<file path="config.mk">
export PLATFORM = sky130hd
export DESIGN_NAME = event_edge_counter
export DESIGN_NICKNAME = d
export VERILOG_FILES = /design/src/rtl/evc_pkg.sv /design/src/rtl/evt_sync.sv /design/src/rtl/evt_debounce.sv /design/src/rtl/evt_edge_det.sv /design/src/rtl/evt_counter.sv /design/src/rtl/event_edge_counter.sv
export SDC_FILE = /design/constraint.sdc
export NUM_CORES = 1
export LEC_CHECK = 0
export ABC_AREA = 1
export BUFFER_PORTS_ARGS = -buffer_cell sky130_fd_sc_hd__buf_4
export CAP_MARGIN = 20
export CORE_MARGIN = 1.5
export CORE_UTILIZATION = 45
export CTS_CLUSTER_SIZE = 8
export DETAILED_ROUTE_END_ITERATION = 10
export PLACE_DENSITY_LB_ADDON = 0.05
export RECOVER_POWER = 25
export REMOVE_ABC_BUFFERS = 1
export SYNTH_ARGS = -nofsm -noshare
export SYNTH_HDL_FRONTEND = slang
export SYNTH_SLANG_ARGS = --single-unit
</file>
<file path="constraint.sdc">
create_clock -name clk -period 3.7 [get_ports clk]
set_input_delay 0.925 -clock clk [delete_from_list [all_inputs] [get_ports clk]]
set_output_delay 0.925 -clock clk [all_outputs]
set_load 0.01 [all_outputs]
</file>
<file path="src/rtl/evc_pkg.sv">
package evc_pkg;

  typedef struct packed {
    logic rise;
    logic deb;
  } evc_cfg_t;

  function automatic logic edge_hit(input logic rise, input logic prev, input logic cur);
    return rise ? (cur & ~prev) : (~cur & prev);
  endfunction

endpackage

</file>
<file path="src/rtl/evt_sync.sv">
module evt_sync #(
  parameter int STAGES = 2
) (
  input  logic clk,
  input  logic rst,
  input  logic d,
  output logic q
);
  logic [STAGES-1:0] sh;

  always_ff @(posedge clk) begin
    if (rst) sh <= '0;
    else     sh <= {sh[STAGES-2:0], d};
  end

  assign q = sh[STAGES-1];
endmodule

</file>
<file path="src/rtl/evt_debounce.sv">
module evt_debounce #(
  parameter int HOLD = 3
) (
  input  logic clk,
  input  logic rst,
  input  logic din,
  output logic dout
);
  localparam int CW = $clog2(HOLD + 1);

  logic          filt_q;
  logic [CW-1:0] hcnt;

  always_ff @(posedge clk) begin
    if (rst) begin
      filt_q <= 1'b0;
      hcnt   <= '0;
    end else if (din == filt_q) begin
      hcnt <= '0;
    end else if (hcnt == CW'(HOLD - 1)) begin
      filt_q <= din;
      hcnt   <= '0;
    end else begin
      hcnt <= hcnt + 1'b1;
    end
  end

  assign dout = filt_q;

  // Checker: counts consecutive repeats of din, separate from the filter counter.
  logic          din_d;
  logic [CW-1:0] run_len;
  always_ff @(posedge clk) begin
    if (rst) begin
      din_d   <= 1'b0;
      run_len <= '0;
    end else begin
      din_d   <= din;
      if (din != din_d)               run_len <= '0;
      else if (run_len != CW'(HOLD))  run_len <= run_len + 1'b1;
    end
  end

  // the filtered level moves only after din held the new value long enough.
  assert_filter_hold_R4: assert property (@(posedge clk) disable iff (rst)
    !$stable(filt_q) |-> ($past(din) == filt_q && $past(din, 2) == filt_q &&
                          $past(run_len) >= CW'(HOLD - 2)));
endmodule

</file>
<file path="src/rtl/evt_edge_det.sv">
module evt_edge_det
  import evc_pkg::*;
(
  input  logic     clk,
  input  logic     rst,
  input  logic     level,
  input  evc_cfg_t cfg,
  output logic     pulse
);
  logic     prev_q;
  evc_cfg_t cfg_q;
  logic     pulse_q;

  always_ff @(posedge clk) begin
    if (rst) begin
      prev_q  <= 1'b0;
      cfg_q   <= '0;
      pulse_q <= 1'b0;
    end else begin
      prev_q <= level;
      cfg_q  <= cfg;
      if (cfg != cfg_q) pulse_q <= 1'b0;
      else              pulse_q <= edge_hit(cfg.rise, prev_q, level);
    end
  end

  assign pulse = pulse_q;

  // a pulse is never longer than one cycle.
  assert_single_pulse_R6: assert property (@(posedge clk) disable iff (rst)
    pulse_q |=> !pulse_q);
endmodule

</file>
<file path="src/rtl/evt_counter.sv">
module evt_counter #(
  parameter int W = 24
) (
  input  logic         clk,
  input  logic         rst,
  input  logic         inc,
  input  logic         en,
  output logic [W-1:0] value
);
  logic [W-1:0] cnt_q;

  always_ff @(posedge clk) begin
    if (rst)            cnt_q <= '0;
    else if (inc && en) cnt_q <= cnt_q + 1'b1;
  end

  assign value = cnt_q;

  // one step per enabled pulse, modulo 2^W.
  assert_count_step_R7: assert property (@(posedge clk) disable iff (rst)
    (inc && en) |=> cnt_q == $past(cnt_q) + 1'b1);
  assert_count_hold_R7: assert property (@(posedge clk) disable iff (rst)
    !(inc && en) |=> $stable(cnt_q));
endmodule

</file>
<file path="src/rtl/event_edge_counter.sv">
module event_edge_counter
  import evc_pkg::*;
#(
  parameter int CNT_W       = 24,
  parameter int SYNC_STAGES = 2,
  parameter int DEB_HOLD    = 3
) (
  input  logic             clk,
  input  logic             rst,
  input  logic             evt_pin,
  input  logic             edge_rise,
  input  logic             deb_en,
  input  logic             cnt_en,
  output logic [CNT_W-1:0] count,
  output logic             evt_pulse
);
  logic     pin_s;
  logic     pin_f;
  logic     level;
  evc_cfg_t cfg;

  evt_sync #(.STAGES(SYNC_STAGES)) u_sync (
    .clk(clk), .rst(rst), .d(evt_pin), .q(pin_s)
  );

  evt_debounce #(.HOLD(DEB_HOLD)) u_deb (
    .clk(clk), .rst(rst), .din(pin_s), .dout(pin_f)
  );

  assign level    = deb_en ? pin_f : pin_s;
  assign cfg.rise = edge_rise;
  assign cfg.deb  = deb_en;

  evt_edge_det u_edge (
    .clk(clk), .rst(rst), .level(level), .cfg(cfg), .pulse(evt_pulse)
  );

  evt_counter #(.W(CNT_W)) u_cnt (
    .clk(clk), .rst(rst), .inc(evt_pulse), .en(cnt_en), .value(count)
  );

  // a settings change is followed by a quiet pulse output.
  assert_cfg_quiet_R9: assert property (@(posedge clk) disable iff (rst)
    !$stable({edge_rise, deb_en}) |=> !evt_pulse);

  // reset clears the outputs.
  assert_reset_clear_R1: assert property (@(posedge clk)
    rst |=> (count == '0 && !evt_pulse));
endmodule

</file>
Word-level counts from Yosys, hierarchy flattened:

Index checks and enable logic that the tools add are counted.

* output and inout bits: 25
* register bits: 33
* input port bits: 6
* logic and storage cells: 24

* equality and inequality tests: 3
* multiplexer cells: 2
* add/sub/neg operators: 2
* reductions and logical operators: 4
* bitwise logic cells: 5

Operator list (number)
* $add 24x1->24 const B: 1
* $not 1->1: 3
* $reduce_or 3->1: 1
* $add 2x1->2 const B: 1
* $and 1x1->1: 2
* $eq 2x2->1 const B: 1
* $mux 1: 2
* $ne 2x2->1: 1
* $reduce_and 2->1: 1
* $reduce_or 2->1: 1
* $eq 1x1->1: 1
* $logic_and 1x1->1: 1

Longest topological paths before layout:

Gate-level depths: netlist of run 1.

* word-level depth: 4
* depth in mapped cells: 9
* gate-level depth less buffers: 9

Hierarchy:

A second synthesis of run 1 with hierarchy kept.

* cells, all modules: 249
* area total of the unflattened synthesis: 1626.6 µm²

Modules (own cells, without submodules)
* evt_counter: times used 1, sequential area each 480.5 µm², area each 1265.0 µm², cells each 197
* evt_edge_det: times used 1, sequential area each 80.1 µm², area each 160.2 µm², cells each 25
* evt_debounce: times used 1, sequential area each 60.1 µm², area each 131.4 µm², cells each 17
* evt_sync: times used 1, sequential area each 40.0 µm², area each 55.1 µm², cells each 6
* event_edge_counter: times used 1, sequential area each 0.0 µm², area each 15.0 µm², cells each 4

Worst setup path after synthesis of run 1:

No wires, ideal clock.

* path type: in2reg
* from: input cnt_en
* to: register u_cnt.cnt_q[21], in the netlist u_cnt.value[21]
* slack: 1.999 ns
* data arrival time: 1.586 ns
* required time: 3.585 ns
* stages on the path: 7
* setup time: 0.115 ns
* buffers on the path: 0
* cell sequence: nand2_2 -> nor2_4 -> nand3_4 -> nor2_4 -> nand3_1 -> nand2_1 -> nor2_1

* cells in the longest elaborated chain, start to end: 1

RTL lines
* from (decl): RTL line event_edge_counter.sv:13 `input logic cnt_en,`
* $logic_and 1x1->1: RTL line evt_counter.sv:14 `else if (inc && en) cnt_q <= cnt_q + 1'b1;`
* to (signal assigned): RTL line evt_counter.sv:14
* to (decl): RTL line evt_counter.sv:10 `logic [W-1:0] cnt_q;`

Every way passes these cells.
A chain may end at the register's enable or synchronous reset.

Worst setup path after layout of run 1:

* from: input cnt_en
* to: register u_cnt.cnt_q[15], in the netlist u_cnt.value[15]

The elaborated chain is that of the path after synthesis.

==> key figures, run 1 <==
Outcome
  – Status: complete, no violations

Detailed routing
  – Drt drc: 0
  – Starting DRT DRC Count: 113
  – Drt via density: between 4 and 5
  – Post-DRT Antenna Nets: 0
  – Wire length per cell: ~11 um
  – Final wirelength: approximately 3200 um
  – Vias post-DR: 1425
  – First drt pass iteration count: 4

Final layout
  – Design area: 1850 um^2
  – Most common cell after layout, fill and taps aside: nand2_1
  – Proportion of layout cells with a drive suffix above 1: 0.173
  – Fill count: between 300 and 400
  – Nets: around 260
  – Final Non-Filler Cells: 300
  – Antenna cells: 0
  – Layout area overhead: 18.6%
  – Most frequent cells in the layout: 47 x nand2_1, 42 x nor2_1, 33 x dfxtp_1

Clock tree
  – CTS sink cnt: 33
  – Post-CTS Hold Fix Bufs: 0
  – CTS H-tree depth: 2
  – Skew-Pair Late Insertion Delay: about 0.34 ns
  – Num CTS Buffers: 5
  – Clk buf depth: 2
  – Clock root buffer master: clkbuf_4
  – CTS tree: built
  – Post-CTS sizing: 0
  – Postcts setup bufs: 0
  – Reg clk slew, reported paths: 0.09 ns

Pwr
  – Leak pwr: between 0.7 and 0.8 nW
  – Maximum VDD drop: roughly 0.16 mV
  – Total power: 593 uW
  – Power per standard cell area: ~320 nW/um^2

Die
  – Full die area: roughly 3800 um^2
  – Die width: between 60 and 70 um
  – Core box area: approximately 3300 um^2
  – Die Y: between 60 and 70 um
  – Initial core utilization: 0.467
  – IO Pins: 31
  – Row cnt: 21

Timing
  – Final setup fails: 0
  – Clock Skew: about 0.0035 ns
  – RSZ-0062 raised after global routing: false
  – Fmax: ~0.48 GHz
  – Tmin final: 2.10 ns
  – Fin. Hold Viols: 0
  – Final slew viol count: 0
  – Setup TNS: 0 ns
  – Max_slew headroom: 0.591
  – Worst-margin pin slew: slightly above 0.6 ns
  – Period utilization: 0.567

Synth
  – Ys Warns: 0
  – Post-synth EDFFs: 0
  – Compound-Gate Fraction of Synth Area: 0.113
  – Number of distinct library cells after synthesis: 25
  – Sequential area share after synthesis: 0.424
  – Synth Area in Adders: 0.0161
  – Area leader, netlist: dfxtp_1
  – Avg Inst Size Synth: roughly 7 um^2
  – Largest cells by area after synthesis: dfxtp_1 42%, nand2_1 11%, nor2_1 9.6%
  – Top-area cell type share of the netlist area: 0.424
  – Post-synth ARST share: 0
  – Largest family of logic cells by synthesized area: simple AND/OR/NAND/NOR gates
  – Top_reg_cell synth: dfxtp_1
  – Cells after Synth: 220
  – Mux contribution to synthesized area: 0
  – Seq cells post-synth: 33
  – Synth Area in Simple Gates: 0.361
  – XOR/XNOR share of the synthesized area: 0.0112
  – Synth Cell Area: between 1500 and 2000 um^2

Global route
  – Gr ovfl total: 0
  – Antenna violations before repair: 0
  – Global-route wire length before repair: between 5000 and 6000 um
  – Vias in the first global route: 1162
  – Total track usage: 0.185
  – Largest net degree at the start of global routing: 22

Placed design
  – Detailed Place HPWL: 2340 um
  – I/O Buffers: 30
  – Placed Cells: 293
  – Gpl congestion: just over 0.8
  – Dpl cell area: 1830 um^2

Setup path
  – Max stage delay on crit path: 0.34 ns
  – R2R depth: 7
  – Flop2flop setup slack: 1.91 ns
  – CP max stage cell: nor2_1
  – Worst EP required: approximately 3.9 ns
  – Worst path cell trace: clkbuf_4, nand2_1, nor2_1, nand3_1, nor2_1, nand3_1, nand2_1, nor2_1
  – Most used cell, CP: nor2_1
  – WS Path Type: in -> reg
  – Crit path max fanout: 7
  – Arrival time worst endpoint: ~2.3 ns
  – Worst setup EP type: flop
  – CP Launch Type: primary input

Worst hold path
  – Hold Path Class: reg -> reg
  – Hold Path Depth: 2

Run
  – Maximum capacitance violations: 0
stage by stage:
step / setup slack, ns / hold WS, ns / utilization
after global placement: 1.66 / 0.400 / 0.548
after floorplan: 2.00 / 0.388 / -
after CTS: 1.80 / 0.412 / 0.565
after detailed placement: 1.60 / 0.398 / 0.548
final: 1.60 / 0.408 / 0.553
after global routing: 1.45 / 0.435 / 0.553
cells by family (layout without fill, tap and decap cells):
| family | count (synthesis) | after routing |
|---|---|---|
| and+or+nand+nor | 120 | 120 |
| adders and majority gates | 2 | 2 |
| buffers and inverters | 31 | 65 |
| AOI/OAI and AO/OA | 32 | 32 |
| xor gates and xnor gates | 2 | 2 |
| DFF | 33 | 33 |
final timing paths:
kind,from,endpoint
setup / recovery,cnt_en,u_cnt.value[15]$_SDFFE_PP0P_
hold / removal,u_sync.sh[0]$_SDFF_PP0_,u_sync.sh[1]$_SDFF_PP0_
setup reg to reg,u_edge.pulse$_SDFF_PP0_,u_cnt.value[15]$_SDFFE_PP0P_
hold reg to reg,u_sync.sh[0]$_SDFF_PP0_,u_sync.sh[1]$_SDFF_PP0_
power by group:
group          internal [mW]  switching (mW)
logic                0.00951          0.0145
clock network         0.0896           0.119
registers              0.359         0.00209
total                  0.458           0.135
state kept, by name, summed over array words and instances (netlist names):
signal,cells
u_edge.prev_q,1
u_edge.cfg_q,2
u_deb.dout,1
u_deb.hcnt,2
u_sync.sh,2
u_edge.pulse,1
u_cnt.value,24
area by class of cell:
cell class / instances / area [um^2] / share of cell area
inverter: 28 / 105 / 0.0569
multi-input combinational: 156 / 751 / 0.407
tap: 46 / 57.6 / 0.0312
sequential: 33 / 661 / 0.358
clock buffer: 7 / 55.1 / 0.0298
timing repair buffer: 30 / 218 / 0.118
worst max-delay path: cells and delay by family:
kind | cells | cell delay, ns
and+or+nand+nor | 7 | 1.29
buffers and inverters | 1 | 0.10
synth_stat cells, types with 2 or more instances:
cell,count
nand2_1,46
nor2_1,40
dfxtp_1,33
inv_1,28
a21oi_1,15
nand3_1,13
o21ai_0,10
nor2_4,6
nand2_2,3
nand4_1,3
nor2_2,3
nor3_1,3
clkbuf_1,2
ha_1,2
o21bai_1,2
xnor2_1,2
routing by layer:
layer,global-route usage,wire length [um],vias to the layer above
met1,0.243,1620,626
li1,-,-,769
met5,0,0,-
met2,0.277,1400,23
met4,0.109,81,0
met3,0.0435,106,7
No activity file was read; power rests on OpenSTA's default activity.
==> run 2: changes to the inputs <==
--- a/config.mk
+++ b/config.mk
@@ -5,7 +5,7 @@
 export SDC_FILE = /design/constraint.sdc
 export NUM_CORES = 1
 export LEC_CHECK = 0
-export ABC_AREA = 1
+export ABC_AREA = 0
 export BUFFER_PORTS_ARGS = -buffer_cell sky130_fd_sc_hd__buf_4
 export CAP_MARGIN = 20
 export CORE_MARGIN = 1.5
==> constraint.sdc (replaced) <==
create_clock -name clk -period 2.2 [get_ports clk]
set_input_delay 0.55 -clock clk [delete_from_list [all_inputs] [get_ports clk]]
set_output_delay 0.55 -clock clk [all_outputs]
set_load 0.01 [all_outputs]
==> key figures, run 2 <==
Outcome
  – Status: complete, no violations

Die
  – Die width: 59.7 um (-3.5%)
  – Core box area: 3050 um^2 (-8.5%)
  – Row cnt: 20 (-4.8%)
  – Initial core utilization: 0.474 (+0.00695)
  – IO Pins: 31 (unchanged)
  – Die Y: 59.7 um (-3.5%)
  – Full die area: 3560 um^2 (-6.8%)

Clock tree
  – Postcts setup bufs: 0 (unchanged)
  – Num CTS Buffers: 5 (unchanged)
  – Clk buf depth: 2 (unchanged)
  – Post-CTS Hold Fix Bufs: 0 (unchanged)
  – Skew-Pair Late Insertion Delay: 0.32 ns (-0.02 ns)
  – Clock root buffer master: clkbuf_4
  – CTS H-tree depth: 2 (unchanged)
  – CTS tree: built
  – Post-CTS sizing: 0 (unchanged)
  – CTS sink cnt: 33 (unchanged)
  – Reg clk slew, reported paths: 0.10 ns (about the same)

Worst hold path
  – Hold Path Class: reg -> reg

Run
  – Maximum capacitance violations: 0 (unchanged)

Final layout
  – Most frequent cells in the layout: 33 x dfxtp_1, 31 x buf_4, 21 x nor2_1
  – Fill count: 304 (-17%)
  – Antenna cells: 0 (unchanged)
  – Nets: 202 (-23%)
  – Area occupied by multi-input gates: 712 um^2 (-5.2%)
  – Layout area overhead: 20.2%
  – Largest register FFs: 24 (unchanged)
  – Reg area: 661 um^2 (unchanged)
  – Most common cell after layout, fill and taps aside: dfxtp_1
  – Design area: 1740 um^2 (-5.9%)
  – Proportion of layout cells with a drive suffix above 1: 0.236 (+0.0627)

Detailed routing
  – Drt drc: 0 (unchanged)
  – Wire length per cell: 11.3 um (+6.3%)
  – Drt via density: 5.13 (+7.9%)
  – Final wirelength: 2710 um (-15%)
  – First drt pass iteration count: 4 (unchanged)
  – Vias post-DR: 1225 (-14%)
  – Post-DRT Antenna Nets: 0 (unchanged)
  – Starting DRT DRC Count: 62 (-45%)

Setup path
  – Worst EP required: 2.46 ns (-1.46 ns)
  – CP Launch Type: flop
  – CP max stage cell: or4_1
  – Family with the most delay on the worst path: simple AND/OR/NAND/NOR gates
  – Crit path max fanout: 10 (+3)
  – Max stage delay on crit path: 0.61 ns (+0.27 ns)
  – Arrival time worst endpoint: 2.26 ns (-0.06 ns)
  – CP bufs+invs: 1 (unchanged)
  – Worst setup EP type: flop
  – WS Path Type: reg -> reg
  – Worst path cell trace: nand4_1, or4_1, buf_4, or3_1, a21oi_1

Timing
  – Tmin final: roughly 2 ns
  – Fmax: roughly 0.50 GHz
  – Max_slew headroom: 0.754 (+0.164)
  – Final slew viol count: 0 (unchanged)
  – Clock Skew: 0.00511 ns (+0.00160 ns)
  – Setup TNS: 0 ns (unchanged)
  – Fin. Hold Viols: 0 (unchanged)
  – Final setup fails: 0 (unchanged)
  – RSZ-0062 raised after global routing: false
  – Period utilization: 0.909
  – Worst-margin pin slew: 0.365 ns (-0.248 ns)

Synth
  – Area leader, netlist: dfxtp_1
  – Cells after Synth: 162 (-26%)
  – Number of distinct library cells after synthesis: 33 (+32%)
  – Most frequent cell after synthesis: dfxtp_1
  – Post-synth ARST share: 0 (unchanged)
  – Top cells by count, synth: 33 x dfxtp_1, 21 x nor2_1, 10 x a21oi_1, 9 x nand2_1, 9 x xnor2_1
  – Sequential area share after synthesis: 0.457 (+0.0327)
  – Ys Warns: 0 (unchanged)
  – Seq cells post-synth: 33 (unchanged)
  – Post-synth EDFFs: 0 (unchanged)
  – Top_reg_cell synth: dfxtp_1
  – Synth Cell Area: 1450 um^2 (-7.1%)
  – Avg Inst Size Synth: 8.93 um^2 (+26%)
  – Largest cells by area after synthesis: dfxtp_1 46%, nor2_1 5.4%, xnor2_1 5.4%
  – Top-area cell type share of the netlist area: 0.457 (+0.0327)

Global route
  – Total track usage: 0.175 (-0.0107)
  – Largest net degree at the start of global routing: 36 (+64%)
  – Global-route wire length before repair: 4690 um (-8.2%)
  – Gr ovfl total: 0 (unchanged)
  – Vias in the first global route: 1133 (-2.5%)
  – Antenna violations before repair: 0 (unchanged)

Pwr
  – Maximum VDD drop: 0.338 mV (+110%)
  – Power per standard cell area: 547 nW/um^2 (+70%)
  – Leak pwr: 0.622 nW (-18%)

Placed design
  – Dpl cell area: 1690 um^2 (-7.6%)
  – Detailed Place HPWL: 1940 um (-17%)
  – Gpl congestion: 0.814 (-1.4%)
  – I/O Buffers: 30 (unchanged)
[run 2: cell types whose count changed after synthesis, moves of 4 or more]
cell,delta
nand3_1,-6
nor2_1,-19
nor2b_1,+4
nor2_4,-6
nand2_1,-37
a21oi_1,-5
xnor2_1,+7
nor4_1,+5
or3_1,+8
inv_1,-22
[run 2: routing by layer]
metal	track usage	up-vias	part of all wire
met5	0	-	0
met4	0.0762	0	0.015
met3	0.0714	6	0.046
met2	0.280	30	0.47
met1	0.205	558	0.47
li1	-	631	-
[run 2: final timing paths]
path / to / cells after the start / slack [ns] / from
worst max-delay path: u_cnt.value[14]$_SDFFE_PP0P_ / 5 / 0.20 / u_cnt.value[5]$_SDFFE_PP0P_
worst min-delay path: u_deb.hcnt[0]$_SDFF_PP0_ / 1 / 0.42 / u_deb.hcnt[0]$_SDFF_PP0_
worst max register to register: u_cnt.value[14]$_SDFFE_PP0P_ / 5 / 0.20 / u_cnt.value[5]$_SDFFE_PP0P_
worst min register to register: u_deb.hcnt[0]$_SDFF_PP0_ / 1 / 0.42 / u_deb.hcnt[0]$_SDFF_PP0_
[run 2: area by class of cell]
cell class	count	share of cell area
Clock inverter	2	0.00576
Tap cell	44	0.0317
Sequential cell	33	0.380
Inverter	6	0.0130
Clock buffer	6	0.0238
Multi-Input combinational cell	116	0.410
Timing Repair Buffer	32	0.136
[run 2: cell families after synthesis]
family	after synthesis	synth area share
compound gates	24	0.0960
xor+xnor	12	0.0727
fa+ha+maj	2	0.0173
buf+inv	13	0.0510
flops	33	0.457
mux	3	0.0216
simple gates	75	0.285
[run 2: where the power goes]
part / internal (mW) / switching (mW) / total, mW / leakage (nW)
Sequential: 0.602 / 0.00235 / 0.604 / 0.267
Clock: 0.122 / 0.197 / 0.319 / 0.0320
Combinational: 0.0118 / 0.0158 / 0.0277 / 0.324
[run 2: per-stage QoR]
step,std cells,utilization,setup WS (ns),power [mW],hold WS [ns]
5_1_grt,239,0.569,0.0288,1.00,0.426
4_1_cts,239,0.570,0.205,0.965,0.420
3_3_place_gp,231,0.554,0.158,0.645,0.398
6_report,239,0.569,0.200,0.951,0.421
2_1_floorplan,155,-,0.221,0.626,0.391
3_5_place_dp,231,0.554,0.130,0.646,0.411
==> run 3: changes to the inputs <==
--- a/config.mk
+++ b/config.mk
@@ -9,7 +9,7 @@
 export BUFFER_PORTS_ARGS = -buffer_cell sky130_fd_sc_hd__buf_4
 export CAP_MARGIN = 20
 export CORE_MARGIN = 1.5
-export CORE_UTILIZATION = 45
+export CORE_UTILIZATION = 43
 export CTS_CLUSTER_SIZE = 8
 export DETAILED_ROUTE_END_ITERATION = 10
 export PLACE_DENSITY_LB_ADDON = 0.05
==> constraint.sdc (replaced) <==
create_clock -name clk -period 2 [get_ports clk]
set_input_delay 0.5 -clock clk [delete_from_list [all_inputs] [get_ports clk]]
set_output_delay 0.5 -clock clk [all_outputs]
set_load 0.01 [all_outputs]
==> key figures, run 3 (synthesis gave the netlist of run 2 again) <==
Clock tree
  – Clock root buffer master: clkbuf_4
  – Skew-Pair Late Insertion Delay: 0.34 ns (+0.02 ns)
  – CTS H-tree depth: 2 (unchanged)
  – Num CTS Buffers: 5 (unchanged)
  – Reg clk slew, reported paths: 0.10 ns (about the same)
  – Clk buf depth: 2 (unchanged)
  – CTS tree: built
  – CTS sink cnt: 33 (unchanged)

Timing
  – Tmin final: 1.90 ns (-0.0997 ns)
  – Min setup slack post-route: 0.100 ns (-0.100 ns)
  – Clock Skew: 0.0129 ns (+0.00782 ns)
  – RSZ-0062 raised after global routing: false
  – Fin. Hold Viols: 0 (unchanged)
  – Final setup fails: 0 (unchanged)
  – Worst-margin pin slew: 0.351 ns (-0.0140 ns)
  – Setup TNS: 0 ns (unchanged)
  – Max_slew headroom: 0.766 (+0.0116)
  – Final slew viol count: 0 (unchanged)
  – Period utilization: 0.950 (+0.0410)
  – Fmax: 0.526 GHz (+5.2%)

Setup path
  – WS Path Type: reg -> reg
  – Worst r2r src: u_cnt.value[8]$_SDFFE_PP0P_
  – Worst EP required: 2.27 ns (-0.19 ns)
  – Worst R2R End: u_cnt.value[12]$_SDFFE_PP0P_
  – Worst setup EP type: flop
  – Flop2flop setup slack: 0.10 ns (-0.10 ns)
  – Crit path max fanout: 10 (unchanged)
  – R2R depth: 5 (unchanged)
  – CP Launch Type: flop
  – Arrival time worst endpoint: 2.17 ns (-0.09 ns)

Global route
  – Antenna violations before repair: 0 (unchanged)
  – Vias in the first global route: 1155 (+1.9%)
  – Global-route wire length before repair: 5080 um (+8.2%)
  – Largest net degree at the start of global routing: 36 (unchanged)
  – Total track usage: 0.187 (+0.0124)
  – Gr ovfl total: 0 (unchanged)

Final layout
  – Most common cell after layout, fill and taps aside: buf_4
  – Nets: 213 (+5.4%)
  – Antenna cells: 0 (unchanged)
  – Final Util: 0.595 (+0.0259)
  – Proportion of layout cells with a drive suffix above 1: 0.286 (+0.0505)
  – Design area: 1860 um^2 (+7.1%)
  – Most frequent cells in the layout: 42 x buf_4, 33 x dfxtp_1, 21 x nor2_1
  – Largest register FFs: 24 (unchanged)
  – Fill count: 296 (-2.6%)
  – Layout area overhead: 28.7%

Pwr
  – Sequential share of power: 0.544 (-0.091)
  – Power per standard cell area: 657 nW/um^2 (+20%)
  – Int Power: 972 uW (+32%)
  – Switch share: 0.205 (-0.0221)
  – Maximum VDD drop: 0.373 mV (+11%)
  – Switching pwr: 250 uW (+16%)
  – Leak pwr: 0.693 nW (+11%)
  – Combinational Power Share: 0.025 (-0.004)
  – Share of power burned in the clock network: 0.431 (+0.095)

Die
  – Core box area: 3130 um^2 (+2.5%)
  – Initial core utilization: 0.462 (-0.0114)
  – IO Pins: 31 (unchanged)
  – Die width: 61.0 um (+2.2%)
  – Die Y: 61.0 um (+2.2%)
  – Full die area: 3720 um^2 (+4.4%)
  – Row cnt: 20 (unchanged)

Worst hold path
  – Hold Path Class: in -> reg
  – Hold path start: evt_pin
  – Hold Path Depth: 2 (+1)
  – Endpoint, Worst Hold: u_sync.sh[0]$_SDFF_PP0_

Placed design
  – Dpl cell area: 1770 um^2 (+4.9%)
  – I/O Buffers: 30 (unchanged)
  – Gpl congestion: 0.763 (-6.3%)
  – Detailed Place HPWL: 2140 um (+10%)
  – Setup WS pre-CTS: -0.0175 ns (-0.148 ns)

Detailed routing
  – Vias post-DR: 1281 (+4.6%)
  – Drt drc: 0 (unchanged)
  – First drt pass iteration count: 4 (unchanged)
  – Post-DRT Antenna Nets: 0 (unchanged)
  – Starting DRT DRC Count: 113 (+82%)
  – Final wirelength: 3020 um (+11%)
  – Wire length per cell: 12.1 um (+6.4%)
  – Drt via density: 5.12 (about the same)

Run
  – Maximum capacitance violations: 0 (unchanged)

Outcome
  – Status: complete, no violations
run 3: layout make-up:
| cell class | count | area (um^2) | area share |
|---|---|---|---|
| Clock inverter | 2 | 37.5 | 0.0202 |
| Inverter | 6 | 22.5 | 0.0121 |
| Clock buffer | 6 | 51.3 | 0.0276 |
| Multi-Input combinational cell | 116 | 716 | 0.384 |
| Sequential cell | 33 | 661 | 0.355 |
| Tap cell | 44 | 55.1 | 0.0296 |
| Timing Repair Buffer | 43 | 319 | 0.171 |
run 3: worst max-delay path, cell delays in order (launching register included):
cell,delay (ns)
dfxtp_1,0.39
nand4_1,0.23
or4_4,0.59
buf_4,0.19
or3_1,0.31
a21oi_1,0.14
run 3: what timing repair did:
item	in CTS	in global routing
resized for setup	0	1
setup endpoints to repair	0	1
hold buffers	0	0
buffers inserted	0	0
run 3: power groups by stage:
stage	logic, mW	registers, mW	clock network (mW)
floorplan	0.00942	0.679	0
global placement	0.0301	0.679	0
detailed placement	0.0315	0.680	0
CTS	0.0315	0.665	0.549
global route	0.0348	0.665	0.579
finish	0.0310	0.664	0.527
run 3: worst max path at each step:
| stage | end | slack, ns | startpoint | cells past startpoint |
|---|---|---|---|---|
| finish | u_cnt.value[12]$_SDFFE_PP0P_ | 0.10 | u_cnt.value[8]$_SDFFE_PP0P_ | 5 |
| CTS | u_cnt.value[12]$_SDFFE_PP0P_ | 0.06 | u_cnt.value[8]$_SDFFE_PP0P_ | 5 |
| global placement | u_cnt.value[23]$_SDFFE_PP0P_ | 0.004 | cnt_en | 5 |
| detailed placement | u_cnt.value[23]$_SDFFE_PP0P_ | -0.02 | cnt_en | 5 |
| floorplan | u_cnt.value[22]$_SDFFE_PP0P_ | 0.02 | u_cnt.value[0]$_SDFFE_PP0P_ | 5 |
| global route | u_cnt.value[12]$_SDFFE_PP0P_ | 0.04 | u_cnt.value[8]$_SDFFE_PP0P_ | 5 |
run 3: per-layer routing:
| metal | share of wire | vias to the layer above | global-route usage |
|---|---|---|---|
| met5 | 0 | - | 0 |
| li1 | - | 651 | - |
| met2 | 0.48 | 31 | 0.290 |
| met3 | 0.037 | 6 | 0.0533 |
| met1 | 0.47 | 593 | 0.238 |
| met4 | 0.012 | 0 | 0.0932 |
run 3: through the flow:
| stage | power (mW) | hold WS, ns | instances |
|---|---|---|---|
| floorplan | 0.689 | 0.391 | 155 |
| global placement | 0.709 | 0.398 | 242 |
| detailed placement | 0.711 | 0.423 | 242 |
| CTS | 1.25 | 0.350 | 250 |
| global route | 1.28 | 0.392 | 250 |
| finish | 1.22 | 0.374 | 250 |
